<file path="src/rtl/uptick_pkg.sv">
// Shared constants for the up-counting timer: register offsets and the bit
// positions that software relies on. Assumes byte offsets on an 8-bit bus.
package uptick_pkg;
    localparam logic [7:0] OFF_CFG   = 8'h10;
    localparam logic [7:0] OFF_STAT  = 8'h14;
    localparam logic [7:0] OFF_ISR   = 8'h18;
    localparam logic [7:0] OFF_IER   = 8'h1C;
    localparam logic [7:0] OFF_WAKE  = 8'h20;
    localparam logic [7:0] OFF_CTL   = 8'h24;
    localparam logic [7:0] OFF_CNT   = 8'h28;
    localparam logic [7:0] OFF_LOAD  = 8'h2C;
    localparam logic [7:0] OFF_TRIG  = 8'h30;
    localparam logic [7:0] OFF_PEND  = 8'h34;
    localparam logic [7:0] OFF_MATCH = 8'h38;

    localparam int CTL_RUN  = 0;
    localparam int CTL_AUTO = 1;
    localparam int CTL_CMP  = 6;
    localparam int IRQ_MAT  = 0;
    localparam int IRQ_OVF  = 1;
    localparam int IRQ_NUM  = 2;
    localparam int CFG_SRST = 1;
    localparam int STAT_DONE = 0;

    typedef struct packed {
        logic cmp_en;
        logic auto_rl;
        logic run;
    } ctl_t;
endpackage

</file>
<file path="src/rtl/uptick_core.sv">
// Counter core: counts up on tick while running. At an all-ones wrap it
// either reloads or drops to zero. Also reports equality with the match value.
// Assumes at most one of cnt_wr / trig is meaningful; cnt_wr wins if both.
module uptick_core #(
    parameter int W = 32
) (
    input  logic         clk,
    input  logic         rst_n,
    input  logic         tick_en,
    input  logic         run,
    input  logic         auto_rl,
    input  logic         cmp_en,
    input  logic         cnt_wr,
    input  logic [W-1:0] cnt_wdata,
    input  logic         trig,
    input  logic [W-1:0] load_val,
    input  logic [W-1:0] match_val,
    output logic [W-1:0] cnt,
    output logic         ovf_evt,
    output logic         mat_evt
);
    localparam logic [W-1:0] ALL1 = '1;

    logic step;

    // Decide whether this cycle advances the count and whether it wraps.
    always_comb begin
        step    = run && tick_en && !cnt_wr && !trig;
        ovf_evt = step && (cnt == ALL1);
        mat_evt = cmp_en && (cnt == match_val);
    end

    // Counter register: software write, trigger reload, then counting.
    always_ff @(posedge clk) begin
        if (!rst_n)          cnt <= '0;
        else if (cnt_wr)     cnt <= cnt_wdata;
        else if (trig)       cnt <= load_val;
        else if (ovf_evt)    cnt <= auto_rl ? load_val : '0;
        else if (step)       cnt <= cnt + 1'b1;
    end

    AST_CNT_STEP: assert property (@(posedge clk) disable iff (!rst_n)
        (run && tick_en && !cnt_wr && !trig && cnt != ALL1) |=> cnt == $past(cnt) + 1'b1);
    AST_CNT_HOLD: assert property (@(posedge clk) disable iff (!rst_n)
        (!(run && tick_en) && !cnt_wr && !trig) |=> $stable(cnt));
    AST_WRAP_RELOAD: assert property (@(posedge clk) disable iff (!rst_n)
        (run && tick_en && auto_rl && !cnt_wr && !trig && cnt == ALL1) |=> cnt == $past(load_val));
    AST_WRAP_ZERO: assert property (@(posedge clk) disable iff (!rst_n)
        (run && tick_en && !auto_rl && !cnt_wr && !trig && cnt == ALL1) |=> cnt == '0);
    AST_CNT_WRITE: assert property (@(posedge clk) disable iff (!rst_n)
        cnt_wr |=> cnt == $past(cnt_wdata));
    AST_TRIG_LOAD: assert property (@(posedge clk) disable iff (!rst_n)
        (trig && !cnt_wr) |=> cnt == $past(load_val));
endmodule

</file>
<file path="src/rtl/uptick_intc.sv">
// Interrupt status and request: sticky status bits set by events and cleared
// by write-one. A set in the same cycle beats a clear. The request is a level.
module uptick_intc #(
    parameter int N = 2
) (
    input  logic         clk,
    input  logic         rst_n,
    input  logic [N-1:0] set_evt,
    input  logic         clr_wr,
    input  logic [N-1:0] clr_mask,
    input  logic [N-1:0] ien,
    output logic [N-1:0] isr,
    output logic         irq
);
    for (genvar i = 0; i < N; i++) begin : g_bit
        // One status bit: set wins, else write-one clears, else hold.
        always_ff @(posedge clk) begin
            if (!rst_n)                       isr[i] <= 1'b0;
            else if (set_evt[i])              isr[i] <= 1'b1;
            else if (clr_wr && clr_mask[i])   isr[i] <= 1'b0;
        end
    end

    // Level request from enabled status bits.
    always_comb irq = |(isr & ien);

    AST_W1C_CLEARS: assert property (@(posedge clk) disable iff (!rst_n)
        (clr_wr && set_evt == '0) |=> (isr & $past(clr_mask)) == '0);
    AST_SET_WINS: assert property (@(posedge clk) disable iff (!rst_n)
        (set_evt != '0) |=> (isr & $past(set_evt)) == $past(set_evt));
    AST_ZERO_KEEPS: assert property (@(posedge clk) disable iff (!rst_n)
        (set_evt == '0 && (!clr_wr || clr_mask == '0)) |=> $stable(isr));
endmodule

</file>
<file path="src/rtl/uptick_softrst.sv">
// Soft-reset sequencer: a request starts a fixed-length countdown. On its last
// cycle a one-cycle fire pulse clears the owner's registers. Requests that
// arrive while busy are ignored.
module uptick_softrst #(
    parameter int CYC = 4
) (
    input  logic clk,
    input  logic rst_n,
    input  logic req,
    output logic busy,
    output logic fire
);
    localparam int CW = $clog2(CYC + 1);

    logic [CW-1:0] left;

    // Countdown of remaining sequence cycles.
    always_ff @(posedge clk) begin
        if (!rst_n)              left <= '0;
        else if (req && !busy)   left <= CW'(CYC);
        else if (left != '0)     left <= left - 1'b1;
    end

    // Status decode of the countdown.
    always_comb begin
        busy = (left != '0);
        fire = (left == CW'(1));
    end

    AST_SR_START: assert property (@(posedge clk) disable iff (!rst_n)
        (req && !busy) |=> busy);
    AST_SR_END: assert property (@(posedge clk) disable iff (!rst_n)
        (fire && !req) |=> !busy);
endmodule

</file>
<file path="src/rtl/uptick_timer.sv">
// Top of the up-counting timer: register decode, control storage, read mux.
// Assumes one access per cycle with combinational read data. Offsets and bit
// positions come from uptick_pkg.
module uptick_timer
    import uptick_pkg::*;
#(
    parameter int DATA_W = 32,
    parameter int ADDR_W = 8,
    parameter int SR_CYC = 4
) (
    input  logic              clk,
    input  logic              rst_n,
    input  logic              tick_en,
    input  logic              bus_en,
    input  logic              bus_we,
    input  logic [ADDR_W-1:0] bus_addr,
    input  logic [DATA_W-1:0] bus_wdata,
    output logic [DATA_W-1:0] bus_rdata,
    output logic              irq
);
    logic              wr;
    logic              wr_cfg, wr_isr, wr_ier, wr_wake, wr_ctl, wr_cnt, wr_load, wr_trig, wr_match;
    logic [DATA_W-1:0] cfg_q, wake_q, load_q, match_q, cnt;
    ctl_t              ctl_q;
    logic [IRQ_NUM-1:0] ier_q, isr, set_evt;
    logic              ovf_evt, mat_evt, sr_busy, sr_fire;

    // Write strobes per register.
    always_comb begin
        wr       = bus_en && bus_we;
        wr_cfg   = wr && (bus_addr == ADDR_W'(OFF_CFG));
        wr_isr   = wr && (bus_addr == ADDR_W'(OFF_ISR));
        wr_ier   = wr && (bus_addr == ADDR_W'(OFF_IER));
        wr_wake  = wr && (bus_addr == ADDR_W'(OFF_WAKE));
        wr_ctl   = wr && (bus_addr == ADDR_W'(OFF_CTL));
        wr_cnt   = wr && (bus_addr == ADDR_W'(OFF_CNT));
        wr_load  = wr && (bus_addr == ADDR_W'(OFF_LOAD));
        wr_trig  = wr && (bus_addr == ADDR_W'(OFF_TRIG));
        wr_match = wr && (bus_addr == ADDR_W'(OFF_MATCH));
    end

    // Plain storage registers: config (request bit not stored), wake, load, match.
    always_ff @(posedge clk) begin
        if (!rst_n) begin
            cfg_q   <= '0;
            wake_q  <= '0;
            load_q  <= '0;
            match_q <= '0;
        end else begin
            if (wr_cfg)   cfg_q   <= bus_wdata & ~(DATA_W'(1) << CFG_SRST);
            if (wr_wake)  wake_q  <= bus_wdata;
            if (wr_load)  load_q  <= bus_wdata;
            if (wr_match) match_q <= bus_wdata;
        end
    end

    // Control register: cleared by soft reset, run drops on a non-reload wrap.
    always_ff @(posedge clk) begin
        if (!rst_n)         ctl_q <= '0;
        else if (sr_fire)   ctl_q <= '0;
        else if (wr_ctl)    ctl_q <= '{cmp_en:  bus_wdata[CTL_CMP],
                                       auto_rl: bus_wdata[CTL_AUTO],
                                       run:     bus_wdata[CTL_RUN]};
        else if (ovf_evt && !ctl_q.auto_rl) ctl_q.run <= 1'b0;
    end

    // Interrupt enable register, cleared by soft reset.
    always_ff @(posedge clk) begin
        if (!rst_n)        ier_q <= '0;
        else if (sr_fire)  ier_q <= '0;
        else if (wr_ier)   ier_q <= bus_wdata[IRQ_NUM-1:0];
    end

    uptick_softrst #(.CYC(SR_CYC)) u_srst (
        .clk  (clk),
        .rst_n(rst_n),
        .req  (wr_cfg && bus_wdata[CFG_SRST]),
        .busy (sr_busy),
        .fire (sr_fire)
    );

    uptick_core #(.W(DATA_W)) u_core (
        .clk      (clk),
        .rst_n    (rst_n),
        .tick_en  (tick_en),
        .run      (ctl_q.run),
        .auto_rl  (ctl_q.auto_rl),
        .cmp_en   (ctl_q.cmp_en),
        .cnt_wr   (wr_cnt),
        .cnt_wdata(bus_wdata),
        .trig     (wr_trig),
        .load_val (load_q),
        .match_val(match_q),
        .cnt      (cnt),
        .ovf_evt  (ovf_evt),
        .mat_evt  (mat_evt)
    );

    // Event vector in status-bit order.
    always_comb begin
        set_evt          = '0;
        set_evt[IRQ_OVF] = ovf_evt;
        set_evt[IRQ_MAT] = mat_evt;
    end

    uptick_intc #(.N(IRQ_NUM)) u_intc (
        .clk     (clk),
        .rst_n   (rst_n),
        .set_evt (set_evt),
        .clr_wr  (wr_isr),
        .clr_mask(bus_wdata[IRQ_NUM-1:0]),
        .ien     (ier_q),
        .isr     (isr),
        .irq     (irq)
    );

    // Read mux; trigger, write-pending and unmapped offsets return zero.
    always_comb begin
        bus_rdata = '0;
        case (bus_addr)
            ADDR_W'(OFF_CFG):   begin
                bus_rdata = cfg_q;
                bus_rdata[CFG_SRST] = sr_busy;
            end
            ADDR_W'(OFF_STAT):  bus_rdata[STAT_DONE] = !sr_busy;
            ADDR_W'(OFF_ISR):   bus_rdata[IRQ_NUM-1:0] = isr;
            ADDR_W'(OFF_IER):   bus_rdata[IRQ_NUM-1:0] = ier_q;
            ADDR_W'(OFF_WAKE):  bus_rdata = wake_q;
            ADDR_W'(OFF_CTL):   begin
                bus_rdata[CTL_RUN]  = ctl_q.run;
                bus_rdata[CTL_AUTO] = ctl_q.auto_rl;
                bus_rdata[CTL_CMP]  = ctl_q.cmp_en;
            end
            ADDR_W'(OFF_CNT):   bus_rdata = cnt;
            ADDR_W'(OFF_LOAD):  bus_rdata = load_q;
            ADDR_W'(OFF_MATCH): bus_rdata = match_q;
            default:            bus_rdata = '0;
        endcase
    end

    AST_STOP_AFTER_WRAP: assert property (@(posedge clk) disable iff (!rst_n)
        (ovf_evt && !ctl_q.auto_rl && !wr_ctl) |=> !ctl_q.run);
    AST_IRQ_HOLD: assert property (@(posedge clk) disable iff (!rst_n)
        (irq && !wr_isr && !wr_ier && !sr_fire) |=> irq);
    AST_SR_CLEARS: assert property (@(posedge clk) disable iff (!rst_n)
        sr_fire |=> (ctl_q == '0 && ier_q == '0));
    AST_NO_SPURIOUS_IRQ: assert property (@(posedge clk) disable iff (!rst_n)
        (!irq && set_evt == '0 && !wr_ier) |=> !irq);
endmodule

</file>
<file path="config.mk">
export PLATFORM = sky130hd
export DESIGN_NAME = uptick_timer
export DESIGN_NICKNAME = d
export VERILOG_FILES = /design/src/rtl/uptick_pkg.sv /design/src/rtl/uptick_core.sv /design/src/rtl/uptick_intc.sv /design/src/rtl/uptick_softrst.sv /design/src/rtl/uptick_timer.sv
export SDC_FILE = /design/constraint.sdc
export NUM_CORES = 1
export LEC_CHECK = 0
export BUFFER_PORTS_ARGS = -buffer_cell sky130_fd_sc_hd__buf_2
export CAP_MARGIN = 25
export CORE_MARGIN = 1
export CORE_UTILIZATION = 36
export DETAILED_ROUTE_END_ITERATION = 8
export GPL_TIMING_DRIVEN = 0
export REMOVE_ABC_BUFFERS = 1
export SETUP_SLACK_MARGIN = 0.1
export SYNTH_ARGS = -nofsm -noshare
export SYNTH_HDL_FRONTEND = slang
export SYNTH_SLANG_ARGS = --single-unit
</file>
<file path="constraint.sdc">
create_clock -name clk -period 2.3 [get_ports clk]
set_input_delay 0.115 -clock clk [delete_from_list [all_inputs] [get_ports clk]]
set_output_delay 0.115 -clock clk [all_outputs]
set_load 0.02 [all_outputs]
</file>
==> results.toml <==
[outcome]
outcome = "finished with violations"
violations = "DRC"

[critical_path]
reg2reg_from = "u_core.cnt[5]"
start_kind = "primary input"
cp_max_fo = 28
r2r_cells = 6
timing_worst_setup_path_type = "primary input to primary output"
cp_cell_sequence = "buf_4 > inv_1 > nand2_2 > nor2_4 > buf_16 > a22oi_1 > nand3_1 > buf_2"
critPathMaxStageDelay_ps = 400
rr_endpoint = "u_intc.isr[0]"
cp-end-kind = "primary output"
rrSetupSlack_ps = 170
crit_arrival_ps = 2030
slowest_stage = "nor2_4"
critical_path_required_ps = 2180

[pwr]
p_per_area_nw_per_um2 = 545.0
irDropWorstVdd_mv = 0.2974
power_frac_seq_pct = 46.8
switching_share_pct = 25.52
combPwrFrac_pct = 7.7
p_clk_share_pct = 45.5
intPower_mw = 4.738
leakage_nw = 4.059
p_switching_mw = 1.623

[worst_hold_path]
worstHoldPathType = "primary input to flip-flop"
min_path_cells = 3
hold_start = "bus_wdata[25]"
hold_end = "cfg_q[25]"

[sta]
period_minus_slack_ps = 2147
max_freq_ghz = 0.4658
relSlewSlack_pct = 27.05
fin_setup_tns_ps = 0
setup_viol = 0
clock_skew_ps = 11.24
grt_setup_unrepaired = "yes"
final_hold_viol_count = 0
tightest_slew_ps = 1093
timing.final.crit_share_pct = 93.33
drv_slew = 0

[drt]
num_vias = 9715
vias_per_cell = 5.793
drtIter0Drc = 936
drcViolationCount = 4
wl_per_cell_um = 20.66
antenna_left = 0
drtPass1Iterations = 8
wirelength_um = 34650

[placement]
place.gp.congestion = 0.9368
io_buffers = 77
dpl_cell_area_um2 = 10300
dpl.hpwl_um = 23060

[clock_network]
clock_latency_ps = 440
cts_made_buffers = 17
cts_max_level = 4
cts-root-buf = "clkbuf_16"
clock_sinks = 169
cts_tree = "done"
path_clk_slew_ps = 60
clockBufferDepth = 2

[die]
die_h_um = 165.3
pin_count = 78
num_rows = 59
dieArea_um2 = 27330
core_um2 = 26130
die_w_um = 165.3
start_util_pct = 36.74

[yosys]
ys_ff_latch = 169
synth_area_um2 = 9602
synth_top_area_share_pct = 35.24
synth_flop_cell = "dfxtp_1"
syn_inst = 1269
synthTopCellsByArea = "dfxtp_1, nand2_1, a21boi_0"
syn_area_per_cell_um2 = 7.566
synthDistinctLibCells = 72
netlist.top_cell.by_area = "dfxtp_1"
ys_seq_area_share_pct = 35.24
synth_commonest_cells = "nand2_1, dfxtp_1, a21boi_0"
async_flop_share_pct = 0
synth.most_common_cell = "nand2_1"
ys_warn_count = 0
synth-edff-count = 0

[global_routing]
grt_max_degree = 111
overflow = 0
grt_pass1_wl_um = 53760
grt_pass1_vias = 9247
grt.total_usage_pct = 25.80
antenna_found_initial = 0

[final_layout]
stdcell_area_um2 = 11670
drive_gt1_share_pct = 17.36
fin_nets = 1378
seq_area_um2 = 3432
n_antenna_cell = 0
syn2layout_area_growth_pct = 21.54
fillCellCount = 2641
fin_util_pct = 44.66
multi_input_area_um2 = 6027

[job]
maxCapViolations = 0
## area by class of cell
type                    instances  share of cell area, %
inverters                      13                 0.4181
repair buffers                147                  9.971
flip-flops and latches        169                  29.41
clock inverters                12                 0.9649
multi-input cells             981                  51.65
clock buffers                  20                  3.999
well taps                     335                  3.592
## critical path, delay by kind of cell
kind | cells | cell delay, ps
buffers and inverters | 4 | 1020
and+or+nand+nor | 3 | 770
AOI/OAI and AO/OA | 1 | 90
## metal layers
layer | part of all wire, % | track usage, % | routed length, µm
met5 | 0 | 0 | 0
met4 | 3.1 | 10.37 | 1061
met3 | 6.9 | 4.496 | 2386
met2 | 48 | 43.61 | 16570
met1 | 42 | 32.37 | 14640
## sequential cells by signal (all words and copies together), names as in the netlist
signal,flops
ier_q,2
ctl_q,3
u_core.cnt,32
match_q,32
u_intc.isr,2
wake_q,32
u_srst.left,3
cfg_q,31
load_q,32
## worst max-delay path by stage
stage,startpoint,endpoint,slack (ps),cells past startpoint
floorplan,bus_addr[2],wake_q[0],-1730,6
global placement,bus_addr[7],wake_q[3],-5950,7
detailed placement,bus_addr[4],u_srst.left[0],-1420,7
CTS,u_core.cnt[13],u_core.cnt[17],70,6
global route,match_q[24],u_intc.isr[0],-7,6
finish,bus_addr[4],bus_rdata[28],150,8
## timing repair
item | 4_1_cts | 5_1_grt
endpoints found under the hold margin | 109 | 0
hold buffers | 29 | 0
resized for setup | 38 | 35
pin swaps | 14 | 4
setup endpoints to repair | 191 | 36
buffers inserted | 20 | 2
gates cloned | 1 | 0
## cell families after synthesis
logic type	count (synthesis)	share of synthesized area [%]
adder cells (fa/ha/maj)	4	0.5213
AO/OA/AOI/OAI	333	24.68
buffers and inverters	120	5.277
multiplexers	14	1.459
XOR/XNOR	58	5.291
flip-flops	169	35.24
AND/OR/NAND/NOR	571	27.53
## stage by stage
| stage | setup WS (ps) | power (mW) | std cells | hold slack, ps |
|---|---|---|---|---|
| final | 153.3 | 6.361 | 1677 | 4.446 |
| after global routing | -6.833 | 6.579 | 1677 | 3.636 |
| after CTS | 66.01 | 6.396 | 1674 | 0.1575 |
| after detailed placement | -1420 | 3.481 | 1592 | 410.7 |
| after global placement | -5955 | 3.473 | 1574 | 408.1 |
| after floorplan | -1735 | 3.270 | 1162 | 214.0 |
## power groups by stage
stage                     Clock [mW]  Sequential [mW]  Combinational (mW)
after global routing            3.05             2.98               0.553
after CTS                       2.93             2.98               0.485
after detailed placement           0             3.05               0.434
after global placement             0             3.05               0.427
final                           2.90             2.97               0.489
after floorplan                    0             3.04               0.228
## cells in the final DEF (no fill, tap or decap), drive strengths merged, types with 26 or more instances in the layout
master,instances
dfxtp,169
nor2,36
buf,118
a21boi,129
a22oi,69
nand2,364
o21ai,49
nand3,70
a21oi,26
dlygate4sd3,29
nand4,26
xnor2,47
No activity file was read; power rests on OpenSTA's default activity.
